--- config.mk ---
export PLATFORM = sky130hd
export DESIGN_NAME = baud_mod_gen
export DESIGN_NICKNAME = d
export VERILOG_FILES = /design/src/rtl/baud_mod_pkg.sv /design/src/rtl/baud_src_select.sv /design/src/rtl/baud_mod_seq.sv /design/src/rtl/baud_period_cnt.sv /design/src/rtl/baud_mod_gen.sv
export SDC_FILE = /design/constraint.sdc
export NUM_CORES = 1
export LEC_CHECK = 0
export ABC_AREA = 0
export ABC_CLOCK_PERIOD_IN_PS = 4500
export BUFFER_PORTS_ARGS = -buffer_cell sky130_fd_sc_hd__buf_2
export CAP_MARGIN = 20
export CORE_MARGIN = 3
export CORE_UTILIZATION = 40
export DETAILED_ROUTE_END_ITERATION = 7
export GPL_TIMING_DRIVEN = 1
export SLEW_MARGIN = 40
export SYNTH_ARGS = -nofsm -noshare
export SYNTH_HDL_FRONTEND = slang
export SYNTH_SLANG_ARGS = --single-unit
--- constraint.sdc ---
create_clock -name clk -period 4.5 [get_ports clk]
set_clock_uncertainty 0.1 [all_clocks]
set_input_delay 0.45 -clock clk [delete_from_list [all_inputs] [get_ports clk]]
set_output_delay 0.45 -clock clk [all_outputs]
set_load 0.1 [all_outputs]
--- src/rtl/baud_mod_pkg.sv ---
package baud_mod_pkg;

  typedef enum logic [1:0] {
    SRC_EXT      = 2'd0,
    SRC_AUX      = 2'd1,
    SRC_MAIN     = 2'd2,
    SRC_MAIN_ALT = 2'd3
  } src_sel_e;

  localparam int unsigned MIN_DIVISOR = 3;

endpackage

--- src/rtl/baud_src_select.sv ---
module baud_src_select
  import baud_mod_pkg::*;
#(
  parameter int SYNC_STAGES = 2
) (
  input  logic       clk,
  input  logic       rst_n,
  input  logic [1:0] src_sel,
  input  logic       ext_clk_in,
  input  logic       ext_inv,
  input  logic       aux_tick,
  output logic       src_tick
);

  logic [SYNC_STAGES-1:0] sync_q, sync_d;
  logic                   ext_prev_q, ext_prev_d;
  logic                   ext_level;
  logic                   ext_edge;

  // Synchroniser shift and polarity-adjusted edge detection
  always_comb begin
    sync_d     = {sync_q[SYNC_STAGES-2:0], ext_clk_in};
    ext_level  = sync_q[SYNC_STAGES-1] ^ ext_inv;
    ext_prev_d = ext_level;
    ext_edge   = ext_level & ~ext_prev_q;
  end

  always_ff @(posedge clk or negedge rst_n) begin
    if (!rst_n) begin
      sync_q     <= '0;
      ext_prev_q <= 1'b0;
    end else begin
      sync_q     <= sync_d;
      ext_prev_q <= ext_prev_d;
    end
  end

  always_comb begin
    unique case (src_sel_e'(src_sel))
      SRC_EXT:      src_tick = ext_edge;
      SRC_AUX:      src_tick = aux_tick;
      SRC_MAIN,
      SRC_MAIN_ALT: src_tick = 1'b1;
      default:      src_tick = 1'b0;
    endcase
  end

endmodule

--- src/rtl/baud_mod_seq.sv ---
module baud_mod_seq #(
  parameter int MOD_W = 8
) (
  input  logic             clk,
  input  logic             rst_n,
  input  logic             restart,
  input  logic             advance,
  input  logic [MOD_W-1:0] pattern,
  output logic             mod_bit
);

  localparam int IDX_W = (MOD_W > 1) ? $clog2(MOD_W) : 1;
  localparam logic [IDX_W-1:0] LAST_IDX = IDX_W'(MOD_W - 1);

  logic [IDX_W-1:0] idx_q, idx_d;

  always_comb begin
    idx_d = idx_q;
    if (restart) begin
      idx_d = '0;
    end else if (advance) begin
      idx_d = (idx_q == LAST_IDX) ? '0 : idx_q + 1'b1;
    end
  end

  always_ff @(posedge clk or negedge rst_n) begin
    if (!rst_n) idx_q <= '0;
    else        idx_q <= idx_d;
  end

  assign mod_bit = pattern[idx_q];

endmodule

--- src/rtl/baud_period_cnt.sv ---
module baud_period_cnt #(
  parameter int PRE_W = 16
) (
  input  logic             clk,
  input  logic             rst_n,
  input  logic             restart,
  input  logic             src_tick,
  input  logic [PRE_W-1:0] base_div,
  input  logic             mod_bit,
  output logic             period_end,
  output logic             bit_tick,
  output logic             half_tick
);

  localparam int CNT_W = PRE_W + 1;

  logic [CNT_W-1:0] cnt_q, cnt_d;
  logic [CNT_W-1:0] cnt_inc;
  logic [CNT_W-1:0] period_len;
  logic [CNT_W-1:0] half_len;
  logic             counting;
  logic             half_hit;
  logic             bit_q, bit_d;
  logic             half_q, half_d;

  always_comb begin
    counting   = src_tick & ~restart;
    cnt_inc    = cnt_q + 1'b1;
    period_len = {1'b0, base_div} + CNT_W'(mod_bit);
    half_len   = {1'b0, base_div >> 1};
    period_end = counting & (cnt_inc == period_len);
    half_hit   = counting & (cnt_inc == half_len);

    cnt_d = cnt_q;
    if (restart || period_end) cnt_d = '0;
    else if (counting)         cnt_d = cnt_inc;

    bit_d  = period_end;
    half_d = half_hit;
  end

  always_ff @(posedge clk or negedge rst_n) begin
    if (!rst_n) begin
      cnt_q  <= '0;
      bit_q  <= 1'b0;
      half_q <= 1'b0;
    end else begin
      cnt_q  <= cnt_d;
      bit_q  <= bit_d;
      half_q <= half_d;
    end
  end

  assign bit_tick  = bit_q;
  assign half_tick = half_q;

endmodule

--- src/rtl/baud_mod_gen.sv ---
module baud_mod_gen
  import baud_mod_pkg::*;
#(
  parameter int PRE_W       = 16,
  parameter int MOD_W       = 8,
  parameter int SYNC_STAGES = 2
) (
  input  logic             clk,
  input  logic             rst_n,
  input  logic             soft_rst,
  input  logic             frame_start,
  input  logic [1:0]       src_sel,
  input  logic             ext_clk_in,
  input  logic             ext_inv,
  input  logic             aux_tick,
  input  logic [PRE_W-1:0] prescale,
  input  logic [MOD_W-1:0] mod_pattern,
  output logic             bit_tick,
  output logic             half_tick
);

  localparam logic [PRE_W-1:0] DIV_FLOOR = PRE_W'(MIN_DIVISOR);

  logic             restart;
  logic             src_tick;
  logic [PRE_W-1:0] base_div;
  logic             mod_bit;
  logic             period_end;

  always_comb begin
    restart  = frame_start | soft_rst;
    base_div = (prescale < DIV_FLOOR) ? DIV_FLOOR : prescale;
  end

  baud_src_select #(.SYNC_STAGES(SYNC_STAGES)) u_src (
    .clk        (clk),
    .rst_n      (rst_n),
    .src_sel    (src_sel),
    .ext_clk_in (ext_clk_in),
    .ext_inv    (ext_inv),
    .aux_tick   (aux_tick),
    .src_tick   (src_tick)
  );

  baud_mod_seq #(.MOD_W(MOD_W)) u_seq (
    .clk     (clk),
    .rst_n   (rst_n),
    .restart (restart),
    .advance (period_end),
    .pattern (mod_pattern),
    .mod_bit (mod_bit)
  );

  baud_period_cnt #(.PRE_W(PRE_W)) u_cnt (
    .clk        (clk),
    .rst_n      (rst_n),
    .restart    (restart),
    .src_tick   (src_tick),
    .base_div   (base_div),
    .mod_bit    (mod_bit),
    .period_end (period_end),
    .bit_tick   (bit_tick),
    .half_tick  (half_tick)
  );

endmodule

## After elaboration in Yosys (flattened, before gate mapping)

Cells that the tools add are included.

| operators by class | value |
|---|---|
| add/subtract/negate cells | 3 |
| order comparisons | 2 |
| eq/ne operators | 6 |
| mux-type cells | 9 |
| bitwise operators | 8 |
| reduce and logical (&&, ||, !) cells | 5 |

Operator list:

| operator | count |
|---|---|
| $mux 17 | 2 |
| $add 16x1->17 | 1 |
| $add 17x1->17 const B | 1 |
| $eq 17x15->1 | 1 |
| $eq 17x17->1 | 1 |
| $lt 16x2->1 const B | 1 |
| $mux 16 | 1 |
| $mux 3 | 3 |
| $and 1x1->1 | 4 |
| $eq 2x2->1 const B | 2 |
| $lt 3x4->1 const B | 1 |
| $reduce_bool 2->1 | 2 |
| $add 3x1->3 const B | 1 |
| $bmux 1 s3 | 1 |
| $eq 3x3->1 const B | 1 |
| $pmux 1 s3 | 1 |
| $eq 2x1->1 const B | 1 |
| $logic_not 2->1 | 1 |
| $not 1->1 | 2 |
| $reduce_or 2->1 | 1 |
| $logic_or 1x1->1 | 1 |
| $mux 1 | 1 |
| $or 1x1->1 | 1 |
| $xor 1x1->1 | 1 |

| word-level totals | value |
|---|---|
| flip-flop bits (word level) | 25 |
| output and inout bits | 2 |
| word-level logic and storage cells | 39 |

## Logic depth before layout (Yosys ltp)

Gate-level depths: netlist (run 1).

| logic depth | value |
|---|---|
| depth in word-level cells | 7 |
| mapped depth | 14 |
| mapped depth without buffers | 12 |

## Cells and area by module

A second synthesis (run 1) with hierarchy kept.

| second synthesis, totals | value |
|---|---|
| cell total of the unflattened synthesis | 279 |
| area total of the unflattened synthesis | 2448.6 µm² |

By module, submodules not included:

| module | times used | cells an instance | area an instance (µm²) |
|---|---|---|---|
| baud_period_cnt | 1 | 236 | 2028.2 |
| baud_mod_seq | 1 | 14 | 200.2 |
| baud_mod_gen | 1 | 23 | 122.6 |
| baud_src_select | 1 | 6 | 97.6 |

## Worst setup path before layout (run 1)

OpenSTA, ideal clock, no wires.

| timing | value |
|---|---|
| path kind | input -> register |
| from | in prescale[6] |
| to | reg u_seq.idx_q[0] |
| data arrival time | 3.263 ns |
| required time | 4.321 ns |
| path slack | 1.058 ns |
| stages | 14 |
| cells stage by stage | buf_2 nor4_1 nand4_1 nand2b_1 ha_1 ha_1 inv_1 nor4_2 or2b_1 mux2i_1 o221ai_1 a2111oi_2 buf_4 mux2i_1 |

| between the ends | value |
|---|---|
| longest elaborated chain between the ends | 6 |

Ends and longest elaborated chain:

| element | RTL line | text |
|---|---|---|
| start, declared | baud_mod_gen.sv:16 | `input logic [PRE_W-1:0] prescale,` |
| $lt 16x2->1 | baud_mod_gen.sv:32 | `base_div = (prescale < DIV_FLOOR) ? DIV_FLOOR : prescale;` |
| $mux 16 (*) | baud_mod_gen.sv:32 |  |
| $add 16x1->17 (*) | baud_period_cnt.sv:29 | `period_len = {1'b0, base_div} + CNT_W'(mod_bit);` |
| $eq 17x17->1 (*) | baud_period_cnt.sv:31 | `period_end = counting & (cnt_inc == period_len);` |
| $and 1x1->1 (*) | baud_period_cnt.sv:31 |  |
| $reduce_bool 2->1 (no source line) (*) | - |  |
| end signal, assigned | baud_mod_seq.sv:28 | `else idx_q <= idx_d;` |
| end, declared | baud_mod_seq.sv:15 | `logic [IDX_W-1:0] idx_q, idx_d;` |

Mark *: on every way between the ends. The rest lies on a longest branch, timed or not.
A chain may end at the register's enable or synchronous reset.

## Worst setup path after layout (run 1)

| timing | value |
|---|---|
| from | reg u_seq.idx_q[0] |
| to | reg u_seq.idx_q[1] |

| between the ends | value |
|---|---|
| longest elaborated chain between the ends | 6 |
| elaborated cells on any way between the ends | 11 |

Ends and longest elaborated chain:

| element | RTL line | text |
|---|---|---|
| $bmux 1 s3 | baud_mod_seq.sv:31 | `assign mod_bit = pattern[idx_q];` |
| $mux 1 (not written as such) | baud_mod_seq.sv:31 |  |
| $add 16x1->17 | baud_period_cnt.sv:29 |  |
| $eq 17x17->1 | baud_period_cnt.sv:31 |  |
| $and 1x1->1 | baud_period_cnt.sv:31 |  |
| $reduce_bool 2->1 (no source line) | - |  |

Parallel ways exist; a longest one is shown, timed or not. The select of a mux whose other input is x is not followed.

==> results_dict.tcl, run 1 <==
set metrics [dict create \
    setup_violations 0 \
    rsz0062_at_grt "false" \
    drtPass1Iterations 4 \
    clk_path_buf_depth 2 \
    routed_wl_um 6070 \
    clockRootBuffer "clkbuf_8" \
    ctsHoldBuffers 0 \
    tns_ns 0 \
    critPathArrivalTime_ns 4.07 \
    fillCellCount 601 \
    p_per_area_nw_per_um2 164 \
    cts_tree "built" \
    irDropWorstVdd_uv 154 \
    synth_edf_count 0 \
    dp_slack_ns 0.450 \
    cap_violations 0 \
    clock-sinks 25 \
    diodes 0 \
    power_frac_comb 0.211 \
    required_ns 4.60 \
    ios 35 \
    yosys.area.top_type "dfrtp_1" \
    die_area_um2 7270 \
    htree_levels 1 \
    timing.final.max_slew_violations 0 \
    cts.clk_slew.worst_paths_ns 0.09 \
    nNetsFinal 353 \
    holdWs_ns 0.0660 \
    worst_pin_slew_ns 0.638 \
    ys_seq_area_frac 0.249 \
    grt_pass1_vias 2102 \
    final_util 0.468 \
    slew_headroom 0.572 \
    cts_buffers 3 \
    p_leak_nw 1.03 \
    async_flop_share 1.00 \
    synth_area_um2 2510 \
    drtIter0Drc 106 \
    gr-total-overflow 0 \
    place.gp.congestion 0.853 \
    min_period_ns 3.98 \
    hpwl_um 4800 \
    antenna_found_initial 0 \
    syn_avg_cell_area_um2 8.81 \
    die_h_um 85.2 \
    ys_ff_latch 25 \
    intPower_uw 333 \
    p_clk_frac 0.289 \
    multi_input_area_um2 1830 \
    postSynthCellCount 285 \
    sw_frac_of_total 0.277 \
    hold_class "input pin to async pin" \
    regArea_um2 626 \
    outcome "finished clean" \
    coreArea_um2 5990 \
    hold_violations 0 \
    end_kind "flop" \
    drtAntennaViolNets 0 \
    grt_max_degree 26 \
    power.switching_uw 128 \
    syn_nets 323 \
    worstSetupPathType "flop to flop" \
    mostFrequentLayoutCells "xnor2_1 (48), buf_2 (34), nand2_1 (30)" \
    seqPwrFrac 0.500 \
    grt_pass1_wl_um 10300 \
    syn2layout_area_growth_pct 11.6 \
    worstPathMaxFanout 20 \
    fmax_ghz 0.251 \
    yosysUniqueCellTypes 57 \
    drive_above_1_share 0.194 \
    globalRouteTotalUtil 0.174 \
    die_x_um 85.2 \
    post_cts_buffers 0 \
    vias_per_cell 5.48 \
    start_util 0.419 \
    timing.final.crit_share 0.884 \
    ys.warnings.count 0 \
    layout_commonest_cell "xnor2_1" \
    synth_top_area_frac 0.249 \
    clock_latency_ns 0.27 \
    worst_slack_ns 0.522 \
    port_buffers 34 \
    vias 2131 \
    dominantRegCellSynth "dfrtp_1" \
    drcViolationCount 0 \
    cts_resized 0 \
    synth_area_leaders "dfrtp_1 (25%), xnor2_1 (17%), xor2_1 (5.2%), nor3_1 (5.0%), nand2_1 (4.5%)" \
    startpoint_type "flop" \
    wl_per_cell_um 15.6 \
    total_power_uw 461 \
    rows 28 \
]
-- layout make-up --
class                   instances  share of cell area
inverters                       5             0.00670
multi-input cells             243               0.652
repair buffers                 37              0.0688
flip-flops and latches         25               0.223
well taps                      75              0.0335
clock buffers                   4              0.0161
-- cell families (layout without fill, tap and decap cells) --
logic type                 after synthesis  in the layout  share of synthesized area
DFF                                     25             25                      0.249
muxes                                    8              8                     0.0424
adders and majority gates                5              5                     0.0249
xor gates and xnor gates                66             66                      0.247
AOI/OAI and AO/OA                       30             30                     0.0857
and+or+nand+nor                        134            134                      0.320
buffers and inverters                   17             46                     0.0304
-- power groups by stage --
stage	combinational, mW	sequential (mW)	clock, mW
finish	0.0971	0.230	0.133
detailed placement	0.0977	0.235	0
global route	0.109	0.231	0.145
CTS	0.0981	0.230	0.137
floorplan	0.0598	0.234	0
global placement	0.0969	0.235	0
-- worst max-delay path: stages (launching register included) --
cell	delay [ns]
dfrtp_1	0.46
mux4_2	0.53
mux2_2	0.30
ha_1	0.25
ha_1	0.28
xnor2_1	0.20
xnor2_1	0.14
nand3_1	0.11
nor4_1	0.50
nand4_1	0.23
a2111oi_4	0.27
buf_4	0.32
mux2i_1	0.22
-- metal layers --
layer	vias to the layer above	wire (um)	track usage
met5	-	0	0
met4	0	16	0.0129
met3	2	201	0.0252
met2	25	3030	0.302
met1	1012	2820	0.241
li1	1092	-	-
-- flip-flops by register name (all words and copies together) (netlist names) --
name,cells
u_cnt.half_tick,1
u_src.sync_q,2
u_seq.idx_q,3
u_src.ext_prev_q,1
u_cnt.bit_tick,1
u_cnt.cnt_q,17
-- synthesized netlist by cell type, types with 3 or more instances --
cell,count
nor4_1,10
ha_1,5
a21oi_1,4
nor2_1,11
xnor2_1,48
or3_1,4
clkbuf_1,3
o21ai_0,6
nand3_1,11
nand2_1,30
inv_1,5
a211oi_1,5
buf_2,7
nand4_1,7
xor2_1,15
nand2b_1,3
nor3b_1,4
or2_2,3
and3_1,3
mux2i_1,5
nor3_2,3
dfrtp_1,25
nor3_1,25
-- per-stage QoR --
stage               cell area [um2]  instances
detailed placement             2760        385
global placement               2760        385
CTS                            2800        389
global route                   2800        389
finish                         2800        389
floorplan                      2510        285
-- worst paths after layout --
check                                start              end  slack [ns]  cells past startpoint
max reg2reg                 u_seq.idx_q[0]   u_seq.idx_q[1]        0.52                     12
max in group asynchronous            rst_n   u_seq.idx_q[0]        3.86                      1
max                         u_seq.idx_q[0]   u_seq.idx_q[1]        0.52                     12
min in group clk                ext_clk_in  u_src.sync_q[0]        0.19                      1
min reg2reg                u_src.sync_q[0]  u_src.sync_q[1]        0.26                      0
min                                  rst_n   u_cnt.cnt_q[7]        0.07                      1
Power figures use the tool's default switching activity.
==> run 2, diff against run 1 <==
--- a/config.mk
+++ b/config.mk
@@ -5,7 +5,7 @@
 export SDC_FILE = /design/constraint.sdc
 export NUM_CORES = 1
 export LEC_CHECK = 0
-export ABC_AREA = 0
+export ABC_AREA = 1
 export ABC_CLOCK_PERIOD_IN_PS = 4500
 export BUFFER_PORTS_ARGS = -buffer_cell sky130_fd_sc_hd__buf_2
 export CAP_MARGIN = 20
==> run 2 against run 1 <==
Against the previous run:
- final area up 19%
- register-to-register slack better by 0.71 ns
- global-route usage up 2.8 points
- non-clock buffer count down 2
- sequential share of layout area down 3.5 points
- clock power about the same
- sequential power about the same
- count of clock-buffer cells in the layout down 1
==> results_dict.tcl, run 2 <==
set metrics [dict create \
    power_frac_comb 0.248 \
    nNetsFinal 581 \
    ys_top_cells_by_count "nand2_1 (175), nand3_1 (66), inv_1 (61)" \
    diodes 0 \
    vias 3257 \
    critPathArrivalTime_ns 3.34 \
    post_cts_buffers 0 \
    final_util 0.457 \
    globalRouteTotalUtil 0.202 \
    cts_tree "built" \
    mostFrequentLayoutCells "nand2_1 (175), nand3_1 (66), inv_1 (61)" \
    rows 31 \
    sw_frac_of_total 0.323 \
    cts_buffers 3 \
    p_clk_frac 0.279 \
    die_h_um 93.0 \
    timing.final.max_slew_violations 0 \
    wl_met1_um 3980 \
    yosysUniqueCellTypes 39 \
    ys_seq_area_frac 0.206 \
    timing.final.crit_share 0.727 \
    ios 35 \
    met3_length_um 323 \
    clock-sinks 25 \
    die_x_um 93.0 \
    hold_class "input pin to async pin" \
    p_per_area_nw_per_um2 146 \
    layout_commonest_cell "nand2_1" \
    startpoint_type "flop" \
    largest_register "u_cnt.cnt_q" \
    dominantRegCellSynth "dfrtp_1" \
    routed_wl_um 8370 \
    syn2layout_area_growth_pct 9.95 \
    outcome "finished clean" \
    min_period_ns 3.27 \
    end_kind "flop" \
    largest_register_ff_count 17 \
    final_cells 641 \
    grt_pass1_wl_um 14200 \
    gr-total-overflow 0 \
    async_flop_share 1.00 \
    grt_pass1_vias 2920 \
    intPower_uw 330 \
    hold_violations 0 \
    synth.most_common_cell "nand2_1" \
    cap_violations 0 \
    worst_slack_ns 1.23 \
    largestRegisters "u_cnt.cnt_q x17, u_seq.idx_q x3, u_src.sync_q x2" \
    drtAntennaViolNets 0 \
    wl_per_cell_um 13.1 \
    postSynthCellCount 511 \
    worst_pin_slew_ns 0.561 \
    ys.warnings.count 0 \
    synth_top_area_frac 0.217 \
    clockRootBuffer "clkbuf_8" \
    port_buffers 34 \
    syn_avg_cell_area_um2 5.93 \
    clk_path_buf_depth 2 \
    grt_max_degree 26 \
    place_area_um2 3280 \
    ctsHoldBuffers 0 \
    cts.clk_slew.worst_paths_ns 0.10 \
    synth_area_leaders "nand2_1 (22%), dfrtp_1 (21%), nand3_1 (11%), inv_1 (7.6%), nor2_1 (7.1%)" \
    start_util 0.416 \
    hpwl_um 7040 \
    setup_violations 0 \
    vias_per_cell 5.08 \
    rrSetupSlack_ns 1.23 \
    worstSetupPathType "flop to flop" \
    irDropWorstVdd_uv 119 \
    clock_latency_ns 0.27 \
    dp_cells 637 \
    fin_area_um2 3330 \
    cts_resized 0 \
    rsz0062_at_grt "false" \
    tns_ns 0 \
    antenna_found_initial 0 \
    fmax_ghz 0.306 \
    die_area_um2 8660 \
    yosys.area.top_type "nand2_1" \
    holdWs_ns 0.0537 \
    drcViolationCount 0 \
    synth_edf_count 0 \
    total_power_uw 487 \
    drtIter0Drc 196 \
    htree_levels 1 \
    required_ns 4.57 \
    wl_met2_um 3970 \
    seqPwrFrac 0.473 \
    drive_above_1_share 0.164 \
    syn_nets 549 \
    worstPathMaxFanout 17 \
    dp_slack_ns 1.13 \
    ys_ff_latch 25 \
    synth_area_um2 3030 \
    p_leak_nw 1.80 \
    power.switching_uw 157 \
    top_layer_used "met4" \
    drtPass1Iterations 5 \
    slew_headroom 0.626 \
    place.gp.congestion 0.934 \
    coreArea_um2 7290 \
]
[run 2: final timing paths]
kind | from | to | cells after the start
max reg2reg | u_seq.idx_q[0] | u_cnt.cnt_q[12] | 17
min reg2reg | u_src.sync_q[0] | u_src.sync_q[1] | 0
min in group clk | ext_clk_in | u_src.sync_q[0] | 1
min | rst_n | u_src.ext_prev_q | 1
max in group asynchronous | rst_n | u_cnt.cnt_q[6] | 1
max | u_seq.idx_q[0] | u_cnt.cnt_q[12] | 17
[run 2: layout make-up]
| class | count | area (um2) |
|---|---|---|
| clock buffers | 3 | 41.3 |
| clock inverters | 1 | 7.51 |
| fillers | 808 | 3960 |
| inverters | 68 | 255 |
| multi-input cells | 410 | 2100 |
| flip-flops and latches | 25 | 626 |
| well taps | 99 | 124 |
| repair buffers | 35 | 178 |
[run 2: power groups by stage]
stage	Combinational, mW	Clock [mW]	Sequential [mW]
after floorplan	0.0788	0	0.233
after global placement	0.121	0	0.235
after detailed placement	0.121	0	0.235
after CTS	0.122	0.140	0.231
after global routing	0.139	0.148	0.231
final	0.121	0.136	0.231
[run 2: kinds of logic after synthesis]
group	synth area share
AO/OA/AOI/OAI	0.0545
XOR/XNOR	0.0434
adder cells (fa/ha/maj)	0.0206
buffers and inverters	0.100
flip-flops	0.206
multiplexers	0.00372
AND/OR/NAND/NOR	0.571
[run 2: metal layers]
metal	GRT usage	vias up
met4	0.0244	0
met3	0.0233	8
met1	0.291	1488
met5	0	-
met2	0.335	71
li1	-	1690
[run 2: critical path, cell delays in order, from the launching register on]
cell	delay, ns
dfrtp_1	0.46
inv_1	0.14
nor2_1	0.06
o32ai_1	0.20
mux2_2	0.23
ha_1	0.21
ha_1	0.20
nand3_1	0.11
nor2_1	0.28
nand3_1	0.11
nand2_1	0.10
nand2_1	0.09
xnor2_1	0.14
nand2_1	0.10
nor2_2	0.13
nand3_4	0.23
nand2_1	0.21
nor2_1	0.06
==> run 3, diff against run 2 <==
--- a/config.mk
+++ b/config.mk
@@ -6,7 +6,7 @@
 export NUM_CORES = 1
 export LEC_CHECK = 0
 export ABC_AREA = 1
-export ABC_CLOCK_PERIOD_IN_PS = 4500
+export ABC_CLOCK_PERIOD_IN_PS = 2650
 export BUFFER_PORTS_ARGS = -buffer_cell sky130_fd_sc_hd__buf_2
 export CAP_MARGIN = 20
 export CORE_MARGIN = 3
==> constraint.sdc (replaced) <==
create_clock -name clk -period 2.65 [get_ports clk]
set_clock_uncertainty 0.1 [all_clocks]
set_input_delay 0.265 -clock clk [delete_from_list [all_inputs] [get_ports clk]]
set_output_delay 0.265 -clock clk [all_outputs]
set_load 0.1 [all_outputs]
==> run 3 against run 2 <==
Against the previous run:
- the run now ends with setup timing left
- utilization rose by 10 points
- clock power grew 79%
- critical path depth grew 2
- critical endpoint is now u_cnt.cnt_q[6]
- largest power group unchanged
- highest routed layer unchanged
==> results_dict.tcl, run 3 (same netlist as run 2, synthesis figures left out) <==
set metrics [dict create \
    largest_register "u_cnt.cnt_q" \
    mostFrequentLayoutCells "nand2_1 (159), buf_4 (60), nand3_1 (58)" \
    slew_headroom 0.615 \
    min_period_ns 2.99 \
    gr-total-overflow 0 \
    drive_above_1_share 0.333 \
    worstPathMaxFanout 8 \
    clockRootBuffer "clkbuf_8" \
    largestRegisters "u_cnt.cnt_q x17, u_seq.idx_q x3, u_src.sync_q x2" \
    ios 35 \
    grt_pass1_wl_um 16300 \
    tns_ns -6.04 \
    worst_slack_ns -0.337 \
    globalRouteTotalUtil 0.235 \
    cts_buffers 3 \
    vias 3548 \
    outcome "finished, violations left" \
    place.gp.congestion 0.930 \
    grt_max_degree 26 \
    rsz0062_at_grt "true" \
    vias_per_cell 5.03 \
    setup_violations 21 \
    die_area_um2 8660 \
    worst_pin_slew_ns 0.577 \
    drcViolationCount 0 \
    diodes 0 \
    hold_class "input pin to flop" \
    hpwl_um 7780 \
    drtPass1Iterations 4 \
    timing.final.max_slew_violations 0 \
    cts_tree "built" \
    coreArea_um2 7290 \
    clock_latency_ns 0.28 \
    rows 31 \
    startpoint_type "flop" \
    nNetsFinal 645 \
    hold_violations 0 \
    die_x_um 93.0 \
    worstSetupPathType "flop to flop" \
    failed_checks "setup timing" \
    clk_path_buf_depth 2 \
    routed_wl_um 9820 \
    p_per_area_nw_per_um2 228 \
    fmax_ghz 0.335 \
    final_util 0.557 \
    timing.final.crit_share 1.13 \
    required_ns 2.73 \
    drtIter0Drc 168 \
    wl_per_cell_um 13.9 \
    cap_violations 0 \
    fin_area_um2 4060 \
    start_util 0.416 \
    critPathArrivalTime_ns 3.07 \
    place_area_um2 3740 \
    drtAntennaViolNets 0 \
    die_h_um 93.0 \
    clock-sinks 25 \
    end_kind "flop" \
    irDropWorstVdd_uv 154 \
    syn2layout_area_growth_pct 33.9 \
    largest_register_ff_count 17 \
    holdWs_ns 0.204 \
    port_buffers 34 \
    htree_levels 1 \
    antenna_found_initial 0 \
    layout_commonest_cell "nand2_1" \
    p_leak_nw 2.13 \
    cts.clk_slew.worst_paths_ns 0.10 \
    grt_pass1_vias 3462 \
]
==> run 3: timing repair <==
action | in CTS | in global routing
buffers inserted | 0 | 3
hold buffers | 2 | 0
endpoints found under the hold margin | 26 | 0
setup endpoints to repair | 21 | 21
gates resized for setup | 16 | 41
pin swaps | 3 | 35
cloned | 2 | 1
==> run 3: final cells by class <==
cell class / instances / area, um2
Fill cell: 764 / 3230
Clock buffer: 3 / 41.3
Tap cell: 99 / 124
Multi-Input combinational cell: 413 / 2360
Clock inverter: 1 / 7.51
Timing Repair Buffer: 96 / 641
Inverter: 68 / 258
Sequential cell: 25 / 627
==> run 3: worst paths after layout <==
check,startpoint,endpoint,slack [ns],cells past startpoint
max,u_seq.idx_q[0],u_cnt.cnt_q[6],-0.34,19
min,ext_inv,u_src.ext_prev_q,0.20,3
max reg2reg,u_seq.idx_q[0],u_cnt.cnt_q[6],-0.34,19
min reg2reg,u_src.sync_q[0],u_src.sync_q[1],0.27,0
max in group asynchronous,rst_n,u_seq.idx_q[0],1.63,2
min in group asynchronous,rst_n,u_cnt.half_tick,0.40,2
==> run 3: through the flow <==
stage	total power, mW	instances	worst slack (ns)
CTS	0.919	701	-0.261
floorplan	0.534	511	0.0105
global route	0.977	705	-0.524
finish	0.926	705	-0.337
detailed placement	0.662	693	-0.403
global placement	0.659	693	-0.351
==> run 3: routing by layer <==
layer | vias up | global-route usage | part of all wire
met4 | 0 | 0.0867 | 0.043
met1 | 1614 | 0.308 | 0.45
met2 | 91 | 0.404 | 0.47
met3 | 26 | 0.0153 | 0.036
met5 | - | 0 | 0
li1 | 1817 | - | -
==> run 3: power by group <==
group	total (mW)	internal, mW	leakage (nW)	switching, mW
logic	0.294	0.121	1.77	0.173
clock network	0.243	0.107	0.0217	0.136
registers	0.389	0.386	0.339	0.00325
total	0.926	0.614	2.13	0.313
==> run 3: critical path, cell delays in order (launching register included) <==
cell	delay, ns
dfrtp_2	0.47
inv_4	0.10
nor2_2	0.04
o32ai_2	0.23
mux2_4	0.22
ha_4	0.14
ha_4	0.15
nand2_4	0.07
nor2_4	0.21
nand3_2	0.13
nand2_1	0.10
nand2_1	0.07
nand2_1	0.08
nand2_2	0.06
inv_2	0.06
nand3_2	0.07
nor2_4	0.18
nand3_4	0.21
nand3_2	0.14
nand2_2	0.05
